--- src/rtl/bwp_pkg.sv ---
package bwp_pkg;

    // Geometry of one program word
    localparam int LANES  = 4;
    localparam int BYTE_W = 8;
    localparam int WORD_W = LANES * BYTE_W;
    localparam int LANE_W = $clog2(LANES);

    // Result codes reported with done
    typedef enum logic [1:0] {
        ST_OK         = 2'd0,
        ST_NOT_ERASED = 2'd1,
        ST_TIMEOUT    = 2'd2,
        ST_PROTECT    = 2'd3
    } pk_status_e;

    // Sequencer phases
    typedef enum logic [2:0] {
        PH_IDLE  = 3'd0,
        PH_READ  = 3'd1,
        PH_FILL  = 3'd2,
        PH_CHECK = 3'd3,
        PH_PROG  = 3'd4
    } pk_phase_e;

endpackage

--- src/rtl/bwp_lane_merge.sv ---
// Replaces one byte lane of a word, leaving the other lanes untouched.
module bwp_lane_merge
    import bwp_pkg::*;
#(
    parameter int N_LANES = LANES
) (
    input  logic [N_LANES*BYTE_W-1:0]   word_in,
    input  logic [$clog2(N_LANES)-1:0]  lane_sel,
    input  logic [BYTE_W-1:0]           byte_in,
    output logic [N_LANES*BYTE_W-1:0]   word_out
);

    localparam int SEL_W = $clog2(N_LANES);

    for (genvar g = 0; g < N_LANES; g++) begin : g_lane
        assign word_out[g*BYTE_W +: BYTE_W] =
            (lane_sel == SEL_W'(g)) ? byte_in : word_in[g*BYTE_W +: BYTE_W];
    end

endmodule

--- src/rtl/bwp_erase_check.sv ---
// A new word is programmable when it only clears bits of the stored word.
module bwp_erase_check #(
    parameter int W = 32
) (
    input  logic [W-1:0] stored,
    input  logic [W-1:0] wanted,
    output logic         ok
);

    logic [W-1:0] needs_set;

    // Bits that would have to go from 0 to 1
    assign needs_set = wanted & ~stored;
    assign ok        = (needs_set == '0);

endmodule

--- src/rtl/bwp_packer.sv ---
module bwp_packer
    import bwp_pkg::*;
#(
    parameter int ADDR_W = 24,
    parameter int CNT_W  = 16
) (
    input  logic              clk,
    input  logic              rst_n,
    input  logic              start,
    input  logic [ADDR_W-1:0] start_addr,
    input  logic [CNT_W-1:0]  byte_count,
    input  logic              byte_valid,
    input  logic [7:0]        byte_data,
    output logic              byte_ready,
    output logic              rd_req,
    output logic [ADDR_W-1:0] rd_addr,
    input  logic              rd_valid,
    input  logic [31:0]       rd_data,
    output logic              prog_req,
    output logic [ADDR_W-1:0] prog_addr,
    output logic [31:0]       prog_data,
    input  logic              prog_ack,
    input  logic [1:0]        prog_status,
    output logic              busy,
    output logic              done,
    output logic [1:0]        status
);

    localparam logic [LANE_W-1:0] LAST_LANE = LANE_W'(LANES - 1);
    localparam logic [ADDR_W-1:0] WORD_STEP = ADDR_W'(LANES);
    localparam logic [CNT_W-1:0]  ONE_LEFT  = CNT_W'(1);

    typedef struct packed {
        pk_phase_e           phase;
        logic [ADDR_W-1:0]   waddr;
        logic [LANE_W-1:0]   lane;
        logic [CNT_W-1:0]    left;
        logic [WORD_W-1:0]   old_w;
        logic [WORD_W-1:0]   new_w;
        pk_status_e          result;
        logic                done;
    } pk_ctx_t;

    pk_ctx_t ctx_d, ctx_q;

    logic [WORD_W-1:0] merged_w;
    logic              erased_ok;

    bwp_lane_merge #(
        .N_LANES (LANES)
    ) u_merge (
        .word_in  (ctx_q.new_w),
        .lane_sel (ctx_q.lane),
        .byte_in  (byte_data),
        .word_out (merged_w)
    );

    bwp_erase_check #(
        .W (WORD_W)
    ) u_erase (
        .stored (ctx_q.old_w),
        .wanted (ctx_q.new_w),
        .ok     (erased_ok)
    );

    always_comb begin
        ctx_d      = ctx_q;
        ctx_d.done = 1'b0;
        unique case (ctx_q.phase)
            PH_IDLE: begin
                if (start) begin
                    ctx_d.waddr = {start_addr[ADDR_W-1:LANE_W], {LANE_W{1'b0}}};
                    ctx_d.lane  = start_addr[LANE_W-1:0];
                    ctx_d.left  = byte_count;
                    if (byte_count == '0) begin
                        ctx_d.done   = 1'b1;
                        ctx_d.result = ST_OK;
                    end else begin
                        ctx_d.phase = PH_READ;
                    end
                end
            end
            PH_READ: begin
                // Stored word seeds both the merge base and the erase reference
                if (rd_valid) begin
                    ctx_d.old_w = rd_data;
                    ctx_d.new_w = rd_data;
                    ctx_d.phase = PH_FILL;
                end
            end
            PH_FILL: begin
                if (byte_valid) begin
                    ctx_d.new_w = merged_w;
                    ctx_d.left  = ctx_q.left - ONE_LEFT;
                    ctx_d.lane  = ctx_q.lane + 1'b1;
                    if (ctx_q.lane == LAST_LANE || ctx_q.left == ONE_LEFT) begin
                        ctx_d.phase = PH_CHECK;
                    end
                end
            end
            PH_CHECK: begin
                if (erased_ok) begin
                    ctx_d.phase = PH_PROG;
                end else begin
                    ctx_d.phase  = PH_IDLE;
                    ctx_d.done   = 1'b1;
                    ctx_d.result = ST_NOT_ERASED;
                end
            end
            PH_PROG: begin
                if (prog_ack) begin
                    if (prog_status != 2'd0) begin
                        ctx_d.phase  = PH_IDLE;
                        ctx_d.done   = 1'b1;
                        ctx_d.result = pk_status_e'(prog_status);
                    end else if (ctx_q.left == '0) begin
                        ctx_d.phase  = PH_IDLE;
                        ctx_d.done   = 1'b1;
                        ctx_d.result = ST_OK;
                    end else begin
                        ctx_d.waddr = ctx_q.waddr + WORD_STEP;
                        ctx_d.lane  = '0;
                        ctx_d.phase = PH_READ;
                    end
                end
            end
            default: begin
                ctx_d.phase = PH_IDLE;
            end
        endcase
    end

    always_ff @(posedge clk or negedge rst_n) begin
        if (!rst_n) begin
            ctx_q <= '0;
        end else begin
            ctx_q <= ctx_d;
        end
    end

    assign byte_ready = (ctx_q.phase == PH_FILL);
    assign rd_req     = (ctx_q.phase == PH_READ);
    assign prog_req   = (ctx_q.phase == PH_PROG);
    assign rd_addr    = ctx_q.waddr;
    assign prog_addr  = ctx_q.waddr;
    assign prog_data  = ctx_q.new_w;
    assign busy       = (ctx_q.phase != PH_IDLE);
    assign done       = ctx_q.done;
    assign status     = ctx_q.result;

endmodule

--- config.mk ---
export PLATFORM = sky130hd
export DESIGN_NAME = bwp_packer
export DESIGN_NICKNAME = d
export VERILOG_FILES = /design/src/rtl/bwp_pkg.sv /design/src/rtl/bwp_lane_merge.sv /design/src/rtl/bwp_erase_check.sv /design/src/rtl/bwp_packer.sv
export SDC_FILE = /design/constraint.sdc
export NUM_CORES = 1
export LEC_CHECK = 0
export BUFFER_PORTS_ARGS = -buffer_cell sky130_fd_sc_hd__buf_2
export CORE_ASPECT_RATIO = 1.1
export CORE_MARGIN = 2
export CORE_UTILIZATION = 55
export CTS_BUF_LIST = sky130_fd_sc_hd__clkbuf_2 sky130_fd_sc_hd__clkbuf_4 sky130_fd_sc_hd__clkbuf_8
export DETAILED_ROUTE_END_ITERATION = 12
export PLACE_DENSITY = 0.82
export SLEW_MARGIN = 40
export SYNTH_ARGS = -nofsm -noshare
export SYNTH_HDL_FRONTEND = slang
export SYNTH_HIERARCHICAL = 1
export SYNTH_SLANG_ARGS = --single-unit
--- constraint.sdc ---
create_clock -name clk -period 2.75 [get_ports clk]
set_clock_uncertainty 0.2 [all_clocks]
set_input_delay 0.1375 -clock clk [delete_from_list [all_inputs] [get_ports clk]]
set_output_delay 0.1375 -clock clk [all_outputs]
set_load 0.03 [all_outputs]
# Word level (Yosys, flattened, before mapping)
# Cells that the tools add are included.
# word_totals
reg_bits	112
inputBits	88
output_inout_bits	87
wordCells	92
# op_classes
add_sub_neg	3
n_eq_ne	23
mux	30
bitwise_logic	2
reduce_logical	23
# op_table
cell	n
two-way mux 32 bit	2
one-hot mux 32 bit (2 select lines)	1
two-way mux 26 bit	2
one-hot mux 24 bit (2 select lines)	1
two-way mux 45 bit	1
two-way mux 3 bit	11
AND 32 bit	1
zero test 16 bit	2
zero test 32 bit	1
two-way mux 8 bit	4
NOT 32 bit	1
one-hot mux 16 bit (2 select lines)	1
two-way mux 29 bit	1
adder 24 x 3 -> 24 bit, second input constant	1
two-way mux 18 bit	1
AND reduction 6 bit	3
equality test 16 x 1 -> 1 bit, second input constant	1
AND reduction 4 bit	4
subtractor 16 x 1 -> 16 bit, second input constant	1
one-hot mux 3 bit (5 select lines)	1
inequality test 2 x 1 -> 1 bit, second input constant	7
inequality test 2 bit, second input constant	7
one-hot mux 3 bit (3 select lines)	1
nonzero test 3 bit	3
other kinds (16)	22

# Longest topological paths before layout
# depth
word_depth	5
ltp_mapped	9
depth_no_buf	7

# Hierarchy
# The synthesis kept the hierarchy.
# modules_own_cells
module	n_inst	cells_per_inst	area_each_um2	seq_area_each_um2
bwp_packer	1	654	6347.3	2752.6
bwp_lane_merge	1	38	440.4	0.0
bwp_erase_check	1	53	254.0	0.0

# Worst setup path after synthesis
# No wires, ideal clock.
# synth_timing
path_kind	flip-flop to flip-flop
start	reg ctx_q[110] (netlist name)
end	reg ctx_q[35] (netlist name)
setup_time_ns	0.125
arrival_time_ns	1.950
required_time_ns	2.425
path_slack_ns	0.475
path_stages_with_launch	7
path_buffers	3
period_less_slack_ns	2.275
cell_sequence	dfrtp_1 -> buf_2 -> nor3b_2 -> and2_1 -> buf_2 -> buf_2 -> mux2_2
# synth_between
elab_chain_cells	2
# synth_lines
item	line	rtl
start, declared	bwp_packer.sv:44	pk_ctx_t ctx_d, ctx_q;
start signal, assigned	bwp_packer.sv:137	ctx_q <= ctx_d;
equality test 3 x 1 -> 1 bit	--	
via rd_req	bwp_packer.sv:15	output logic rd_req,
AND reduction 2 bit (no line)	--	
# The timed path passes the listed nets, and every way through them passes these cells.
# A chain may end at the register's enable or synchronous reset.

# Worst setup path in the final report
# layout_timing
start	reg ctx_q[76] (netlist name)
end	reg ctx_q[109] (netlist name)
# layout_between
elab_chain_cells	5
elab_cells_between_ends	9
classes_between	2 x eq/ne; 4 x mux; 3 x reduce/logical
# layout_lines
item	line	rtl
zero test 16 bit	bwp_packer.sv:116	end else if (ctx_q.left == '0) begin
two-way mux 1 bit	bwp_packer.sv:116	
two-way mux 1 bit	bwp_packer.sv:112	if (prog_status != 2'd0) begin
two-way mux 29 bit	bwp_packer.sv:111	if (prog_ack) begin
one-hot mux 3 bit (5 select lines)	bwp_packer.sv:69	unique case (ctx_q.phase)
# Several ways; a longest one is shown, not always the timed one. The select of a mux whose other input is x is not followed.

==> qor.csv <==
metric,value,unit
status,completed,
first-pass GRT wire length,30800,um
Num CTS Buffers,9,
critical-path cell list,or4_1 > nor3_2 > a31oi_1 > o32a_1 > o22ai_1 > dlygate4sd3_1,
TritonRoute pass-1 iters,5,
critical path's top delay family,simple AND/OR/NAND/NOR gates,
global-route usage over all layers,0.280,
dpl cells,970,
final setup margin,0.150,ns
top_reg_cell synth,dfrtp_1,
Post-synth top cells,"110 x dfrtp_1, 84 x buf_4, 68 x nand2_1, 56 x mux2_2, 55 x o21ai_0",
final hold violation count,0,
"top cells by area, synth","dfrtp_1 39%, buf_4 9.0%, mux2_2 9.0%",
DPL Wire Length,12200,um
fin crit share,0.946,
ANT nets after route,0,
Initial Utilization,0.562,
RSZ-0062 raised after global routing,false,
ys async rst share,1.00,
H-tree depth,3,
M1 WL,7580,um
critical path data required time,2.88,ns
Rel. slew slack,0.562,
LEAKAGE,0.00382,uW
Finished Layout Cells,1063,
clk sinks,110,
Comb power frac,0.537,
CP Launch Type,flop,
drt via density,5.78,
Die W,112,um
clock-pin slew on the worst setup and hold paths,0.11,ns
DRT iter0 DRCs,452,
Met3 Wirelength,1260,um
unique cell type count in the Yosys netlist,62,
Residual DRC,0,
die height,123,um
internal power,4970,uW
maximum number of pins on one net before global-route repair,68,
Yosys top cell area share,0.391,
DR WL/cell,17.9,um
Top Metal Used,met4,
Sw Share,0.480,
Fill cells,972,
Yosys warnings,6,
syn_area_per_cell,9.45,um2
Mapped Area,7040,um2
sequential fraction of design power,0.342,
initial antenna violation count,0,
"Clk Latency, worst-skew pair",0.39,ns
number of max-cap violations,0,
layout net count,993,
CP Class,reg2reg,
Period minus WS final,2.60,ns
setup TNS,0,ns
DIE AREA,13700,um2
dpl ws,0.415,ns
R2R Setup Slk,0.15,ns
Antenna Cells,0,
clock buffer depth,2,
CTS tree,built,
worst vdd ir,0.000722,V
layout cells sized above 1,0.323,
gpl congestion,0.881,
worst-margin pin slew,0.658,ns
FMAX,385,MHz
"EDFF count, synth",0,
setup violators final,0,
Core Rows,43,
leading area contributor after synthesis,dfrtp_1,
endpoint type of the worst setup path,flop,
clock root cell,clkbuf_8,
routed wl met2,9640,um
Port Buffers,170,
vias after detailed routing,6141,
total wire length,19000,um
Pwr Density,1130,nW/um2
Critical Path Max Stage Delay,0.60,ns
Crit-path slowest cell,or4_1,
sequential area share after synthesis,0.391,
WP buf/inv,1,
CP Max Fanout,7,
HP Class,in2reg,
"Slew Viols, Final",0,
setup bufs post-CTS,0,
Overflow after GRT,0,
arrival time worst endpoint,2.73,ns
synthesized flop and latch total,110,
number of I/O pins,175,
"count leader, synth",dfrtp_1,
synth-to-layout area growth,19.7,%
core area,12500,um2
vias in the first global route,6033,
clock power share,0.121,
cell count after synthesis,745,
NetSw,4590,uW
[state kept, by name, indices dropped and copies added (netlist names)]
register,flops
done,1
ctx_q,53
prog_data,32
status,2
prog_addr,22
[worst paths after layout]
check                                       from                         to  cells after the start
max in group asynchronous                  rst_n  prog_data[29]$_DFFE_PN0P_                      3
min                                start_addr[1]      ctx_q[84]$_DFFE_PN0P_                      4
max                        ctx_q[76]$_DFFE_PN0P_     ctx_q[109]$_DFFE_PN0P_                      6
min reg2reg                ctx_q[66]$_DFFE_PN0P_      ctx_q[66]$_DFFE_PN0P_                      1
min in group asynchronous                  rst_n      ctx_q[78]$_DFFE_PN0P_                      2
max reg2reg                ctx_q[76]$_DFFE_PN0P_     ctx_q[109]$_DFFE_PN0P_                      6
[cell type report]
class                           count  area [um2]  share of cell area
Tap cell                          157         196              0.0233
Clock inverter                      6        95.1              0.0113
Sequential cell                   110        2750               0.327
Timing Repair Buffer              262        1780               0.211
Inverter                           50         188              0.0223
Multi-Input combinational cell    468        3280               0.389
Clock buffer                       10         138              0.0163
[tightest hold or removal path: cells and delay by family]
family          cells  cell delay [ns]
simple gates        1             0.14
compound gates      2             0.20
buf+inv             1             0.10
[cell usage in the layout (no fill, tap or decap), types with 3 or more instances in the layout]
| cell type | Yosys | routed |
|---|---|---|
| buf_2 | 14 | 169 |
| dfrtp_1 | 110 | 110 |
| dlygate4sd3_1 | 0 | 77 |
| nand2_1 | 68 | 68 |
| mux2_2 | 56 | 56 |
| o21ai_0 | 55 | 55 |
| inv_1 | 49 | 48 |
| mux2i_1 | 36 | 36 |
| a21oi_1 | 33 | 33 |
| o22ai_1 | 29 | 29 |
| nor2_1 | 23 | 23 |
| nor3_1 | 16 | 16 |
| nand3_1 | 15 | 15 |
| and3_1 | 12 | 12 |
| buf_4 | 84 | 12 |
| nor4_1 | 11 | 11 |
| a21oi_2 | 10 | 10 |
| clkbuf_8 | 0 | 10 |
| a31oi_1 | 9 | 9 |
| mux2_4 | 8 | 8 |
| nand4_1 | 6 | 6 |
| and4_1 | 6 | 6 |
| o2bb2ai_1 | 6 | 6 |
| nand2b_1 | 6 | 6 |
| o21ai_1 | 5 | 5 |
| a2bb2oi_1 | 5 | 5 |
| a22oi_1 | 4 | 4 |
| ha_1 | 4 | 4 |
| conb_1 | 1 | 4 |
| clkinv_4 | 0 | 4 |
| and2_1 | 3 | 3 |
| a311oi_1 | 3 | 3 |
| buf_12 | 0 | 3 |
[power groups by stage]
stage	Combinational, uW	Clock [uW]	Sequential (uW)
floorplan	4600	0	3020
global placement	4860	0	3220
detailed placement	4960	0	3260
CTS	5060	1160	3230
global route	5540	1220	3400
finish	5130	1160	3270
[layer usage]
layer  up-vias  GRT usage
li1       2868          -
met1      2954      0.338
met2       283      0.492
met3        36     0.0538
met4         0      0.121
met5         -          0
[timing repair]
| action | CTS | global route |
|---|---|---|
| hold buffers | 77 | 0 |
| resized for setup | 0 | 0 |
| hold endpoints to repair | 171 | 0 |
[cell families (layout without fill, tap and decap cells)]
kind of cell	count (synthesis)	in the layout	share of synthesized area
AO/OA/AOI/OAI	176	176	0.159
adder cells (fa/ha/maj)	4	4	0.00711
buffers and inverters	170	328	0.144
flip-flops	110	110	0.391
multiplexers	100	100	0.158
other	1	4	0.000533
AND/OR/NAND/NOR	184	184	0.140
[per-stage QoR]
step	cell area, um2	hold WS, ns	utilization	power [uW]
after floorplan	7050	-0.358	-	7620
after global placement	7420	0.115	0.592	8080
after detailed placement	7430	-0.0113	0.592	8220
after CTS	8430	0.0297	0.673	9450
after global routing	8430	0.0629	0.673	10200
final	8430	0.0321	0.673	9560
Power figures use the tool's default switching activity.
